File: src/rtl/sys_ctrl_pkg.sv
package sys_ctrl_pkg;
  localparam int DATA_W  = 32;
  localparam int ADDR_W  = 12;
  localparam int WORD_W  = ADDR_W - 2;
  localparam int MAX_CPU = 2;

  localparam int VAR_GEN0 = 0;
  localparam int VAR_GEN1 = 1;
  localparam int VAR_GEN2 = 2;

  localparam int SWRST_BIT = 9;
  localparam int LOCK_BIT  = 0;
  localparam int UNLK_BIT  = 0;
  localparam int VEC_LSB   = 7;

  typedef logic [WORD_W-1:0] word_t;

  // word offsets (byte offset / 4)
  localparam word_t W_DBG_STAT = 10'h000;
  localparam word_t W_DBG_SET  = 10'h001;
  localparam word_t W_DBG_CLR  = 10'h002;
  localparam word_t W_SEC      = 10'h003;
  localparam word_t W_FDIV     = 10'h004;
  localparam word_t W_SDIV     = 10'h005;
  localparam word_t W_CFORCE   = 10'h006;
  localparam word_t W_SYND     = 10'h040;
  localparam word_t W_RMASK    = 10'h041;
  localparam word_t W_SWRST    = 10'h042;
  localparam word_t W_RETAIN   = 10'h043;
  localparam word_t W_BOOT0    = 10'h044;
  localparam word_t W_BOOT1    = 10'h045;
  localparam word_t W_WAIT     = 10'h046;
  localparam word_t W_NMI      = 10'h047;
  localparam word_t W_WIC      = 10'h048;
  localparam word_t W_EW       = 10'h049;
  localparam word_t W_PWR      = 10'h07F;
  localparam word_t W_SNS_SYS  = 10'h080;
  localparam word_t W_SNS_CPU  = 10'h081;
  localparam word_t W_SNS_M0   = 10'h083;
  localparam word_t W_SNS_M1   = 10'h084;
  localparam word_t W_SNS_M2   = 10'h085;
  localparam word_t W_SNS_M3   = 10'h086;
  localparam word_t W_ID_FIRST = 10'h3F4;

  typedef enum logic [4:0] {
    SEL_NONE, SEL_ZERO_RO, SEL_ID, SEL_DBG_STAT, SEL_DBG_SET, SEL_DBG_CLR,
    SEL_SWRST, SEL_BOOT0, SEL_WAIT, SEL_PWR,
    SEL_SEC, SEL_FDIV, SEL_SDIV, SEL_CFORCE, SEL_SYND, SEL_RMASK, SEL_RETAIN,
    SEL_BOOT1, SEL_NMI, SEL_WIC, SEL_EW,
    SEL_SNS_SYS, SEL_SNS_CPU, SEL_SNS_M0, SEL_SNS_M1, SEL_SNS_M2, SEL_SNS_M3
  } reg_sel_e;

  // plain read/write words occupy a contiguous stretch of the select code
  localparam int PLAIN_BASE = int'(SEL_SEC);
  localparam int NPLAIN     = int'(SEL_SNS_M3) - PLAIN_BASE + 1;
  localparam int PIDX_W     = $clog2(NPLAIN);

  function automatic logic [DATA_W-1:0] plain_reset(int idx, logic [DATA_W-1:0] boot1_rst);
    if (idx == int'(SEL_SYND) - PLAIN_BASE)         return 32'h1;
    else if (idx == int'(SEL_SNS_SYS) - PLAIN_BASE) return 32'h7F;
    else if (idx == int'(SEL_BOOT1) - PLAIN_BASE)   return boot1_rst;
    else                                            return '0;
  endfunction
endpackage

File: src/rtl/sys_ctrl_decode.sv
module sys_ctrl_decode
  import sys_ctrl_pkg::*;
#(
  parameter int VARIANT = VAR_GEN2
) (
  input  word_t    word,
  output reg_sel_e sel
);
  localparam bit HAS_WIDE = (VARIANT != VAR_GEN0);
  localparam bit IS_NEW   = (VARIANT == VAR_GEN2);
  localparam bit IS_MID   = (VARIANT == VAR_GEN1);

  always_comb begin
    sel = SEL_NONE;
    case (word)
      W_DBG_STAT: sel = SEL_DBG_STAT;
      W_DBG_SET:  sel = SEL_DBG_SET;
      W_DBG_CLR:  sel = SEL_DBG_CLR;
      W_SEC:      sel = HAS_WIDE ? SEL_SEC    : SEL_NONE;
      W_FDIV:     sel = HAS_WIDE ? SEL_FDIV   : SEL_NONE;
      W_SDIV:     sel = HAS_WIDE ? SEL_SDIV   : SEL_NONE;
      W_CFORCE:   sel = HAS_WIDE ? SEL_CFORCE : SEL_NONE;
      W_SYND:     sel = SEL_SYND;
      W_RMASK:    sel = SEL_RMASK;
      W_SWRST:    sel = SEL_SWRST;
      W_RETAIN:   sel = SEL_RETAIN;
      W_BOOT0:    sel = SEL_BOOT0;
      W_BOOT1:    sel = IS_MID ? SEL_BOOT1 : SEL_NONE;
      W_WAIT:     sel = IS_NEW ? SEL_NONE : SEL_WAIT;
      W_NMI: begin
        if (IS_MID)       sel = SEL_NMI;
        else if (!IS_NEW) sel = SEL_ZERO_RO;
      end
      W_WIC:      sel = IS_NEW ? SEL_WAIT : SEL_WIC;
      W_EW: begin
        if (IS_NEW)      sel = SEL_NMI;
        else if (IS_MID) sel = SEL_EW;
      end
      W_PWR:      sel = IS_NEW ? SEL_PWR : SEL_NONE;
      W_SNS_SYS:  sel = HAS_WIDE ? SEL_SNS_SYS : SEL_NONE;
      W_SNS_CPU:  sel = IS_NEW ? SEL_SNS_CPU : SEL_NONE;
      W_SNS_M0:   sel = IS_MID ? SEL_SNS_M0 : SEL_NONE;
      W_SNS_M1:   sel = IS_MID ? SEL_SNS_M1 : SEL_NONE;
      W_SNS_M2:   sel = HAS_WIDE ? SEL_SNS_M2 : SEL_NONE;
      W_SNS_M3:   sel = HAS_WIDE ? SEL_SNS_M3 : SEL_NONE;
      default: begin
        if (word >= W_ID_FIRST) sel = SEL_ID;
      end
    endcase
  end
endmodule

File: src/rtl/sys_ctrl_id.sv
module sys_ctrl_id
  import sys_ctrl_pkg::*;
(
  input  word_t             word,
  output logic [DATA_W-1:0] id_word
);
  word_t idx;
  logic  unused_idx_hi;

  assign idx           = word - W_ID_FIRST;
  assign unused_idx_hi = ^idx[WORD_W-1:4];

  always_comb begin
    case (idx[3:0])
      4'd0:    id_word = 32'h04;
      4'd4:    id_word = 32'h54;
      4'd5:    id_word = 32'hB8;
      4'd6:    id_word = 32'h0B;
      4'd8:    id_word = 32'h0D;
      4'd9:    id_word = 32'hF0;
      4'd10:   id_word = 32'h05;
      4'd11:   id_word = 32'hB1;
      default: id_word = 32'h00;
    endcase
  end
endmodule

File: src/rtl/sys_ctrl_store.sv
module sys_ctrl_store
  import sys_ctrl_pkg::*;
#(
  parameter int                VARIANT   = VAR_GEN2,
  parameter logic [DATA_W-1:0] BOOT0_RST = 32'h1000_0000,
  parameter logic [DATA_W-1:0] BOOT1_RST = 32'h1000_0000,
  parameter logic [DATA_W-1:0] WAIT_RST  = '0
) (
  input  logic               clk,
  input  logic               rst,
  input  logic               wr_en,
  input  reg_sel_e           sel,
  input  logic [DATA_W-1:0]  wdata,
  input  logic [DATA_W-1:0]  id_word,
  output logic [DATA_W-1:0]  rd_word,
  output logic [MAX_CPU-1:0] release_hit,
  output logic [DATA_W-1:0]  boot0_word,
  output logic [DATA_W-1:0]  boot1_word,
  output logic [DATA_W-1:0]  pwr_word
);
  localparam int NCPU    = (VARIANT == VAR_GEN2) ? 1 : 2;
  localparam bit HAS_LCK = (VARIANT == VAR_GEN2);

  logic [DATA_W-1:0] dbg_q, boot0_q, wait_q, pwr_q;
  logic [DATA_W-1:0] plain_q [NPLAIN];
  logic [PIDX_W-1:0] plain_idx;
  logic              in_plain;
  logic              boot0_locked;

  assign boot0_locked = HAS_LCK && boot0_q[LOCK_BIT];

  always_ff @(posedge clk) begin
    if (rst) begin
      dbg_q <= '0;
    end else if (wr_en && sel == SEL_DBG_SET) begin
      dbg_q <= dbg_q | wdata;
    end else if (wr_en && sel == SEL_DBG_CLR) begin
      dbg_q <= dbg_q & ~wdata;
    end
  end

  always_ff @(posedge clk) begin
    if (rst) begin
      boot0_q <= BOOT0_RST;
    end else if (wr_en && sel == SEL_BOOT0 && !boot0_locked) begin
      boot0_q <= wdata;
    end
  end

  always_ff @(posedge clk) begin
    if (rst) begin
      wait_q <= WAIT_RST;
    end else if (wr_en && sel == SEL_WAIT) begin
      wait_q <= wdata;
    end
  end

  always_ff @(posedge clk) begin
    if (rst) begin
      pwr_q <= 32'h3;
    end else if (wr_en && sel == SEL_PWR && pwr_q[UNLK_BIT]) begin
      pwr_q <= wdata;
    end
  end

  always_ff @(posedge clk) begin
    for (int g = 0; g < NPLAIN; g++) begin
      if (rst) begin
        plain_q[g] <= plain_reset(g, BOOT1_RST);
      end else if (wr_en && int'(sel) == PLAIN_BASE + g) begin
        plain_q[g] <= wdata;
      end
    end
  end

  // falling hold bits release their CPU; unused lanes stay quiet
  for (genvar i = 0; i < MAX_CPU; i++) begin : g_rel
    if (i < NCPU) begin : g_on
      assign release_hit[i] = wr_en && sel == SEL_WAIT && wait_q[i] && !wdata[i];
    end else begin : g_off
      assign release_hit[i] = 1'b0;
    end
  end

  assign in_plain  = (int'(sel) >= PLAIN_BASE) && (int'(sel) < PLAIN_BASE + NPLAIN);
  assign plain_idx = PIDX_W'(int'(sel) - PLAIN_BASE);

  always_comb begin
    rd_word = '0;
    case (sel)
      SEL_DBG_STAT: rd_word = dbg_q;
      SEL_BOOT0:    rd_word = boot0_q;
      SEL_WAIT:     rd_word = wait_q;
      SEL_PWR:      rd_word = pwr_q;
      SEL_ID:       rd_word = id_word;
      default: begin
        if (in_plain) rd_word = plain_q[plain_idx];
      end
    endcase
  end

  assign boot0_word = boot0_q;
  assign boot1_word = plain_q[int'(SEL_BOOT1) - PLAIN_BASE];
  assign pwr_word   = pwr_q;
endmodule

File: src/rtl/sys_ctrl_regs.sv
module sys_ctrl_regs
  import sys_ctrl_pkg::*;
#(
  parameter int                VARIANT   = VAR_GEN2,
  parameter logic [DATA_W-1:0] BOOT0_RST = 32'h1000_0000,
  parameter logic [DATA_W-1:0] BOOT1_RST = 32'h1000_0000,
  parameter logic [DATA_W-1:0] WAIT_RST  = '0
) (
  input  logic               clk,
  input  logic               rst,
  input  logic               bus_valid,
  input  logic               bus_write,
  input  logic [ADDR_W-1:0]  bus_addr,
  input  logic [DATA_W-1:0]  bus_wdata,
  output logic [DATA_W-1:0]  bus_rdata,
  output logic               bus_err,
  output logic               sys_reset_req,
  output logic [MAX_CPU-1:0] cpu_release,
  output logic [DATA_W-1:0]  boot_vec0,
  output logic [DATA_W-1:0]  boot_vec1
);
  word_t             word;
  reg_sel_e          sel;
  logic [DATA_W-1:0] id_word, rd_word, boot0_word, boot1_word, pwr_word;
  logic [MAX_CPU-1:0] release_hit;
  logic              wr_en, rd_en;
  logic              unused_lo;

  assign word      = bus_addr[ADDR_W-1:2];
  assign unused_lo = ^bus_addr[1:0];
  assign wr_en     = bus_valid && bus_write;
  assign rd_en     = bus_valid && !bus_write;

  sys_ctrl_decode #(.VARIANT(VARIANT)) decode_i (
    .word (word),
    .sel  (sel)
  );

  sys_ctrl_id id_i (
    .word    (word),
    .id_word (id_word)
  );

  sys_ctrl_store #(
    .VARIANT   (VARIANT),
    .BOOT0_RST (BOOT0_RST),
    .BOOT1_RST (BOOT1_RST),
    .WAIT_RST  (WAIT_RST)
  ) store_i (
    .clk         (clk),
    .rst         (rst),
    .wr_en       (wr_en),
    .sel         (sel),
    .wdata       (bus_wdata),
    .id_word     (id_word),
    .rd_word     (rd_word),
    .release_hit (release_hit),
    .boot0_word  (boot0_word),
    .boot1_word  (boot1_word),
    .pwr_word    (pwr_word)
  );

  always_ff @(posedge clk) begin
    if (rst) begin
      bus_rdata     <= '0;
      bus_err       <= 1'b0;
      sys_reset_req <= 1'b0;
      cpu_release   <= '0;
    end else begin
      bus_rdata     <= rd_en ? rd_word : '0;
      bus_err       <= bus_valid && (sel == SEL_NONE);
      sys_reset_req <= wr_en && (sel == SEL_SWRST) && bus_wdata[SWRST_BIT];
      cpu_release   <= release_hit;
    end
  end

  if (VARIANT == VAR_GEN2) begin : g_vec_masked
    assign boot_vec0 = {boot0_word[DATA_W-1:VEC_LSB], {VEC_LSB{1'b0}}};
  end else begin : g_vec_full
    assign boot_vec0 = boot0_word;
  end
  assign boot_vec1 = boot1_word;
endmodule

File: config.mk
export PLATFORM = sky130hd
export DESIGN_NAME = sys_ctrl_regs
export DESIGN_NICKNAME = d
export VERILOG_FILES = /design/src/rtl/sys_ctrl_pkg.sv /design/src/rtl/sys_ctrl_decode.sv /design/src/rtl/sys_ctrl_id.sv /design/src/rtl/sys_ctrl_store.sv /design/src/rtl/sys_ctrl_regs.sv
export SDC_FILE = /design/constraint.sdc
export NUM_CORES = 1
export LEC_CHECK = 0
export BUFFER_PORTS_ARGS = -buffer_cell sky130_fd_sc_hd__buf_2
export CAP_MARGIN = 20
export CELL_PAD_IN_SITES_DETAIL_PLACEMENT = 0
export CELL_PAD_IN_SITES_GLOBAL_PLACEMENT = 1
export CORE_MARGIN = 8
export CORE_UTILIZATION = 45
export CTS_CLUSTER_SIZE = 12
export DETAILED_ROUTE_END_ITERATION = 8
export GPL_ROUTABILITY_DRIVEN = 0
export PLACE_DENSITY = 0.77
export SYNTH_ARGS = -nofsm -noshare
export SYNTH_HDL_FRONTEND = slang
export SYNTH_SLANG_ARGS = --single-unit
File: constraint.sdc
create_clock -name clk -period 5.8 [get_ports clk]
set_input_delay 0.58 -clock clk [delete_from_list [all_inputs] [get_ports clk]]
set_output_delay 0.58 -clock clk [all_outputs]
set_load 0.02 [all_outputs]
==> results of run 1 <==
sequential cells by signal, summed over array words and instances, names as in the netlist, named ones only:
register and count:
cpu_release 1, sys_reset_req 1, bus_err 1, store_i.wait_q 32, store_i.boot0_word 32, store_i.plain_q 544, bus_rdata 32, store_i.pwr_word 32
per-stage QoR:
stage          worst slack, ns  area [sq um]  total power [mW]   util  hold WS [ns]
3_5_place_dp              1.02         34300              6.44  0.480         0.443
5_1_grt                   1.39         36600              11.3  0.513         0.325
6_report                  1.53         36600              11.0  0.513         0.313
2_1_floorplan            0.535         32900              6.19      -         0.432
4_1_cts                   1.64         36600              11.0  0.513         0.258
3_3_place_gp              1.13         34300              6.42  0.480         0.438
power by group:
group	switching, mW	total [mW]	internal [mW]
Sequential	0.0665	5.74	5.67
Clock	1.94	4.62	2.67
Combinational	0.458	0.612	0.154
Total	2.47	11.0	8.50
cells by family (layout without fill, tap and decap cells):
| family | after synthesis | count (layout) |
|---|---|---|
| and+or+nand+nor | 1187 | 1187 |
| AOI/OAI and AO/OA | 751 | 751 |
| DFF | 707 | 707 |
| buffers and inverters | 372 | 382 |
| muxes | 27 | 27 |
| adders and majority gates | 12 | 12 |
| other | 2 | 140 |
| xor gates and xnor gates | 2 | 2 |
placed cells by master, fill, tap and decap left out, types with 25 or more instances in the layout:
| cell type | instances |
|---|---|
| nand2_1 | 606 |
| edfxtp_1 | 544 |
| and2_1 | 439 |
| a21oi_1 | 334 |
| dfxtp_1 | 163 |
| conb_1 | 136 |
| buf_2 | 136 |
| clkbuf_16 | 79 |
| a221oi_1 | 74 |
| nand3_1 | 61 |
| o21ai_0 | 61 |
| buf_4 | 61 |
| o221ai_1 | 49 |
| a31oi_1 | 36 |
| inv_1 | 31 |
| a211oi_1 | 31 |
| clkbuf_1 | 31 |
| o31ai_1 | 27 |
| mux2i_1 | 26 |
| a21boi_0 | 25 |
layout make-up:
cell class                 count  area [sq um]
timing repair buffer         211          1410
clock inverter                22           176
inverter                      35           133
antenna                        4          10.0
fill                        6359         34800
clock buffer                 114          2140
tap                          950          1190
sequential                   707         19600
multi-input combinational   2115         11900
critical path: cells and delay by family:
| family | cells | cell delay, ns |
|---|---|---|
| compound gates | 3 | 0.57 |
| buf+inv | 3 | 1.01 |
| fa+ha+maj | 1 | 0.40 |
| simple gates | 6 | 2.20 |
worst max-delay path by stage:
stage | startpoint | end | slack, ns | cells past startpoint
finish | bus_addr[11] | bus_rdata[10] | 1.53 | 13
global route | bus_addr[11] | bus_rdata[20] | 1.39 | 12
CTS | bus_addr[11] | bus_rdata[10] | 1.64 | 13
detailed placement | bus_addr[11] | bus_rdata[10] | 1.02 | 13
global placement | bus_addr[11] | bus_rdata[10] | 1.13 | 13
floorplan | bus_addr[3] | store_i.plain_q[11][0] | 0.54 | 10
routing by layer:
metal | vias to the layer above | part of all wire
li1 | 10900 | -
met1 | 12000 | 0.42
met2 | 1162 | 0.47
met3 | 141 | 0.086
met4 | 0 | 0.023
met5 | - | 0
==> flow_summary.ini, run 1 <==
[cells_and_area]
stdcell_count = 4158
layout-drive-gt1-share = 0.113
final_nets = 3205
synthToLayoutAreaGrowth_pct = 13.1

[logic_synthesis]
synth.area.mux_share = 0.00839
synthSimpleGateAreaFrac = 0.181
synthXorXnorAreaFrac = 0.000541
synth_ff_type = edfxtp_1
synth_adder_area_share = 0.00464
yosysMostFrequentCell = nand2_1
syn_area_sq_um = 32400
synth_top_family_by_area = simple AND/OR/NAND/NOR gates
async_flop_share = 0
yosysWarningCount = 0
synthTopCellsByArea = edfxtp_1 50%, dfxtp_1 10%, and2_1 8.5%
yosysUniqueCellTypes = 76
ys_top_cells_by_count = 608 x nand2_1, 544 x edfxtp_1, 439 x and2_1
synth_top_area_share = 0.505
synth_edf_count = 544
synth_compound_gate_area_share = 0.150
syn_avg_cell_area_sq_um = 10.6
yosysTopAreaCell = edfxtp_1
synthCells = 3060
ys_seq_area_frac = 0.606
synth-seq-cells = 707

[critical_path]
max_stage_delay_ns = 0.72
worstPathArrival_ns = 4.80
crit_required_ns = 6.32
reg2reg_depth = 5
r2r_slack_ns = 3.83
slowest_stage = nor4_1
r2r-end = bus_rdata[9]
worstSetupPathType = in2reg
cp_max_fo = 50
r2r_start = store_i.plain_q[7][9]
crit_chain = buf_2 -> nor4_1 -> nand4_1 -> o311ai_4 -> inv_2 -> ha_2 -> buf_4 -> nand2_1 -> a211oi_1 -> nor3_1 -> nor4_1 -> nor4_1 -> o22ai_1
critPathLaunchType = input port
endpoint_kind = register
crit_path_frequent_cell = nor4_1

[cts]
clk_latency_ns = 0.61
cts-resized-gates = 0
cts_inserted_buffers = 75
htree_num_levels = 3
cts_tree = done
cts_hold_buf = 0
cts_setup_buffers = 0
cts.path.max_buffers = 3
clock_sinks = 707
clkTransAtPathRegs_ns = 0.06
clockRootBuffer = clkbuf_16

[grt]
grt_max_degree = 145
grt_pass1_wl_um = 148000
met1_usage = 0.327
grt_use_met3 = 0.0357
first_global_vias = 23300
track_usage = 0.236
grtUsageMet2 = 0.384
overflow = 0
antenna_found_initial = 5
grt_busiest_layer = met2

[routing]
antenna_left = 0
drt_wl_total_um = 99600
drc_errors = 0
firstDrtPassIters = 5
wl_per_cell_um = 23.9
vias_per_cell = 5.83
drt_iter0_markers = 2621
vias = 24200

[floorplanning]
die_area_sq_um = 80700
ioPinCount = 148
dieHeight_um = 284
rows = 98
floorplan.initialDensity = 0.453
core_area_sq_um = 71400
dieWidth_um = 284

[power]
pwr_density_cell_nw_per_um2 = 300
power_leakage_nw = 12.9
ir_drop_mv = 0.204

[job]
cap_violations = 0

[timing]
finalHoldViolations = 0
setup_violations = 0
min_period_over_period = 0.736
tightest_slew_ns = 1.04
fin_skew_ns = 0.0146
grt_setup_unrepaired = no
fmax_mhz = 234
tns_ns = 0
max_slew_margin = 0.302
slew_violations = 0
period_needed_ns = 4.27

[placed_design]
dp_hpwl_um = 58700
place_inst = 4018
portBuffers = 137

[worst_hold_path]
min_path_type = in2reg
worst_hold_startpoint = bus_valid
hold_end = bus_err
min_path_cells = 3

[outcome]
outcome = finished clean
Power figures use the tool's default switching activity.
==> run 2, diff against run 1 <==
--- a/config.mk
+++ b/config.mk
@@ -10,11 +10,11 @@
 export CELL_PAD_IN_SITES_DETAIL_PLACEMENT = 0
 export CELL_PAD_IN_SITES_GLOBAL_PLACEMENT = 1
 export CORE_MARGIN = 8
-export CORE_UTILIZATION = 45
+export CORE_UTILIZATION = 49
 export CTS_CLUSTER_SIZE = 12
 export DETAILED_ROUTE_END_ITERATION = 8
 export GPL_ROUTABILITY_DRIVEN = 0
-export PLACE_DENSITY = 0.77
+export PLACE_DENSITY = 0.79
 export SYNTH_ARGS = -nofsm -noshare
 export SYNTH_HDL_FRONTEND = slang
 export SYNTH_SLANG_ARGS = --single-unit
==> constraint.sdc (replaced) <==
create_clock -name clk -period 4.2 [get_ports clk]
set_input_delay 0.42 -clock clk [delete_from_list [all_inputs] [get_ports clk]]
set_output_delay 0.42 -clock clk [all_outputs]
set_load 0.02 [all_outputs]
==> run 2 against run 1 <==
  * Non-clock buffer count grew 46
  * Clock power grew 36%
  * Utilization grew 5.1 points
  * Flip-flop and latch count is the same
==> flow_summary.ini, run 2 (synthesized netlist as in run 1, its figures left out) <==
[timing]
setup_violations = 0
min_period_over_period = 0.826
tightest_slew_ns = 1.04
period_needed_ns = 3.47
setup_ws_ns = 0.732
fin_skew_ns = 0.0121
max_slew_margin = 0.305
holdWs_ns = 0.211
fmax_mhz = 288
finalHoldViolations = 0
slew_violations = 0
grt_setup_unrepaired = no

[worst_hold_path]
min_path_type = in2reg

[cts]
cts_setup_buffers = 0
htree_num_levels = 3
clk_latency_ns = 0.61
cts_inserted_buffers = 75
clockRootBuffer = clkbuf_16
cts-resized-gates = 0
clock_sinks = 707
cts.path.max_buffers = 3
cts_hold_buf = 0
clkTransAtPathRegs_ns = 0.06
cts_tree = done

[critical_path]
worst-path-buf-inv = 4
cp_max_fo = 16
worstPathArrival_ns = 3.98
crit_chain = buf_2 -> inv_1 -> ha_1 -> o21ai_0 -> o21a_1 -> o211a_1 -> o21ai_4 -> clkinv_2 -> ha_1 -> nor3_2 -> buf_12 -> o22ai_1 -> o221ai_1 -> o31ai_1 -> o221ai_1
slowest_stage = nor3_2
worstSetupPathType = in2reg
crit_required_ns = 4.71
r2r_slack_ns = 2.20
max_stage_delay_ns = 0.52
critPathTopFamily = compound AO/OA/AOI/OAI gates
endpoint_kind = register
critPathLaunchType = input port

[routing]
drt_iter0_markers = 2744
drc_errors = 0
drt_wl_total_um = 99400
vias = 24500
wl_per_cell_um = 24.2
vias_per_cell = 5.94
antenna_left = 0
firstDrtPassIters = 6

[cells_and_area]
fillers = 5577
top_register = store_i.plain_q
layout-drive-gt1-share = 0.126
final_cell_mix = 606 x nand2_1, 544 x edfxtp_1, 439 x and2_1, 334 x a21oi_1, 163 x dfxtp_1
synthToLayoutAreaGrowth_pct = 14.3
final_common_cell = nand2_1
final_nets = 3251
largest_reg_flops = 544

[power]
p_comb_frac = 0.058
switching_power_mw = 3.41
pwr_density_cell_nw_per_um2 = 408
p_clk_frac = 0.417
power_leakage_nw = 13.2
switching_share = 0.226
internal-power_mw = 11.7
ir_drop_mv = 0.327
seqPwrFrac = 0.525

[job]
cap_violations = 0

[placed_design]
portBuffers = 137
dp_hpwl_um = 59500
dpl_worst_slack_ns = 0.222

[floorplanning]
dieWidth_um = 273
rows = 94
dieHeight_um = 273
ioPinCount = 148
floorplan.initialDensity = 0.493
core_area_sq_um = 65600
die_area_sq_um = 74500

[grt]
first_global_vias = 23600
grt_busiest_layer = met2
track_usage = 0.259
grtUsageMet2 = 0.409
grt_pass1_wl_um = 148000
grt_max_degree = 149
overflow = 0
met1_usage = 0.357
grt_use_met3 = 0.0465
antenna_found_initial = 4

[outcome]
outcome = finished clean
-- run 2: area by class of cell --
class / instances / area [sq um] / share of cell area
flip-flops and latches: 707 / 19600 / 0.530
clock buffers: 113 / 2170 / 0.0587
well taps: 864 / 1080 / 0.0292
repair buffers: 257 / 1930 / 0.0523
multi-input cells: 2115 / 11900 / 0.323
diodes: 6 / 15.0 / 0.000406
clock inverters: 18 / 110 / 0.00298
inverters: 35 / 133 / 0.00359
-- run 2: final timing paths --
path                                              from            end  depth (start not counted)
worst min register to register                register       register                          2
worst max-delay path                       bus_addr[3]  bus_rdata[22]                         15
worst max register to register  store_i.plain_q[7][19]  bus_rdata[19]                          5
worst min-delay path                         bus_valid        bus_err                          3
-- run 2: through the flow --
| stage | TNS (ns) | utilization | area (sq um) | instances | power, mW |
|---|---|---|---|---|---|
| 3_3_place_gp | 0 | 0.529 | 34700 | 3978 | 8.90 |
| 2_1_floorplan | -47.57 | - | 32900 | 3194 | 8.54 |
| 6_report | 0 | 0.564 | 37000 | 4115 | 15.1 |
| 3_5_place_dp | 0 | 0.529 | 34700 | 3978 | 8.93 |
| 5_1_grt | 0 | 0.563 | 37000 | 4110 | 15.5 |
| 4_1_cts | 0 | 0.563 | 37000 | 4109 | 15.2 |
-- run 2: worst register-to-register path, stage by stage (launching register included) --
cell	delay [ns]
edfxtp_1	0.34
a21boi_0	0.53
o211ai_1	0.20
o221ai_1	0.39
o31ai_1	0.24
o221ai_1	0.22
-- run 2: power groups by stage --
stage | Clock [mW] | Sequential (mW) | Combinational, mW
after floorplan | 0 | 8.08 | 0.461
final | 6.29 | 7.92 | 0.878
after CTS | 6.37 | 7.92 | 0.864
after global placement | 0 | 8.05 | 0.848
after global routing | 6.65 | 7.94 | 0.937
after detailed placement | 0 | 8.07 | 0.862
-- run 2: metal layers --
layer,part of all wire,vias to the layer above
li1,-,11000
met1,0.41,12100
met2,0.46,1169
met3,0.095,190
met4,0.032,2
met5,0.00013,-
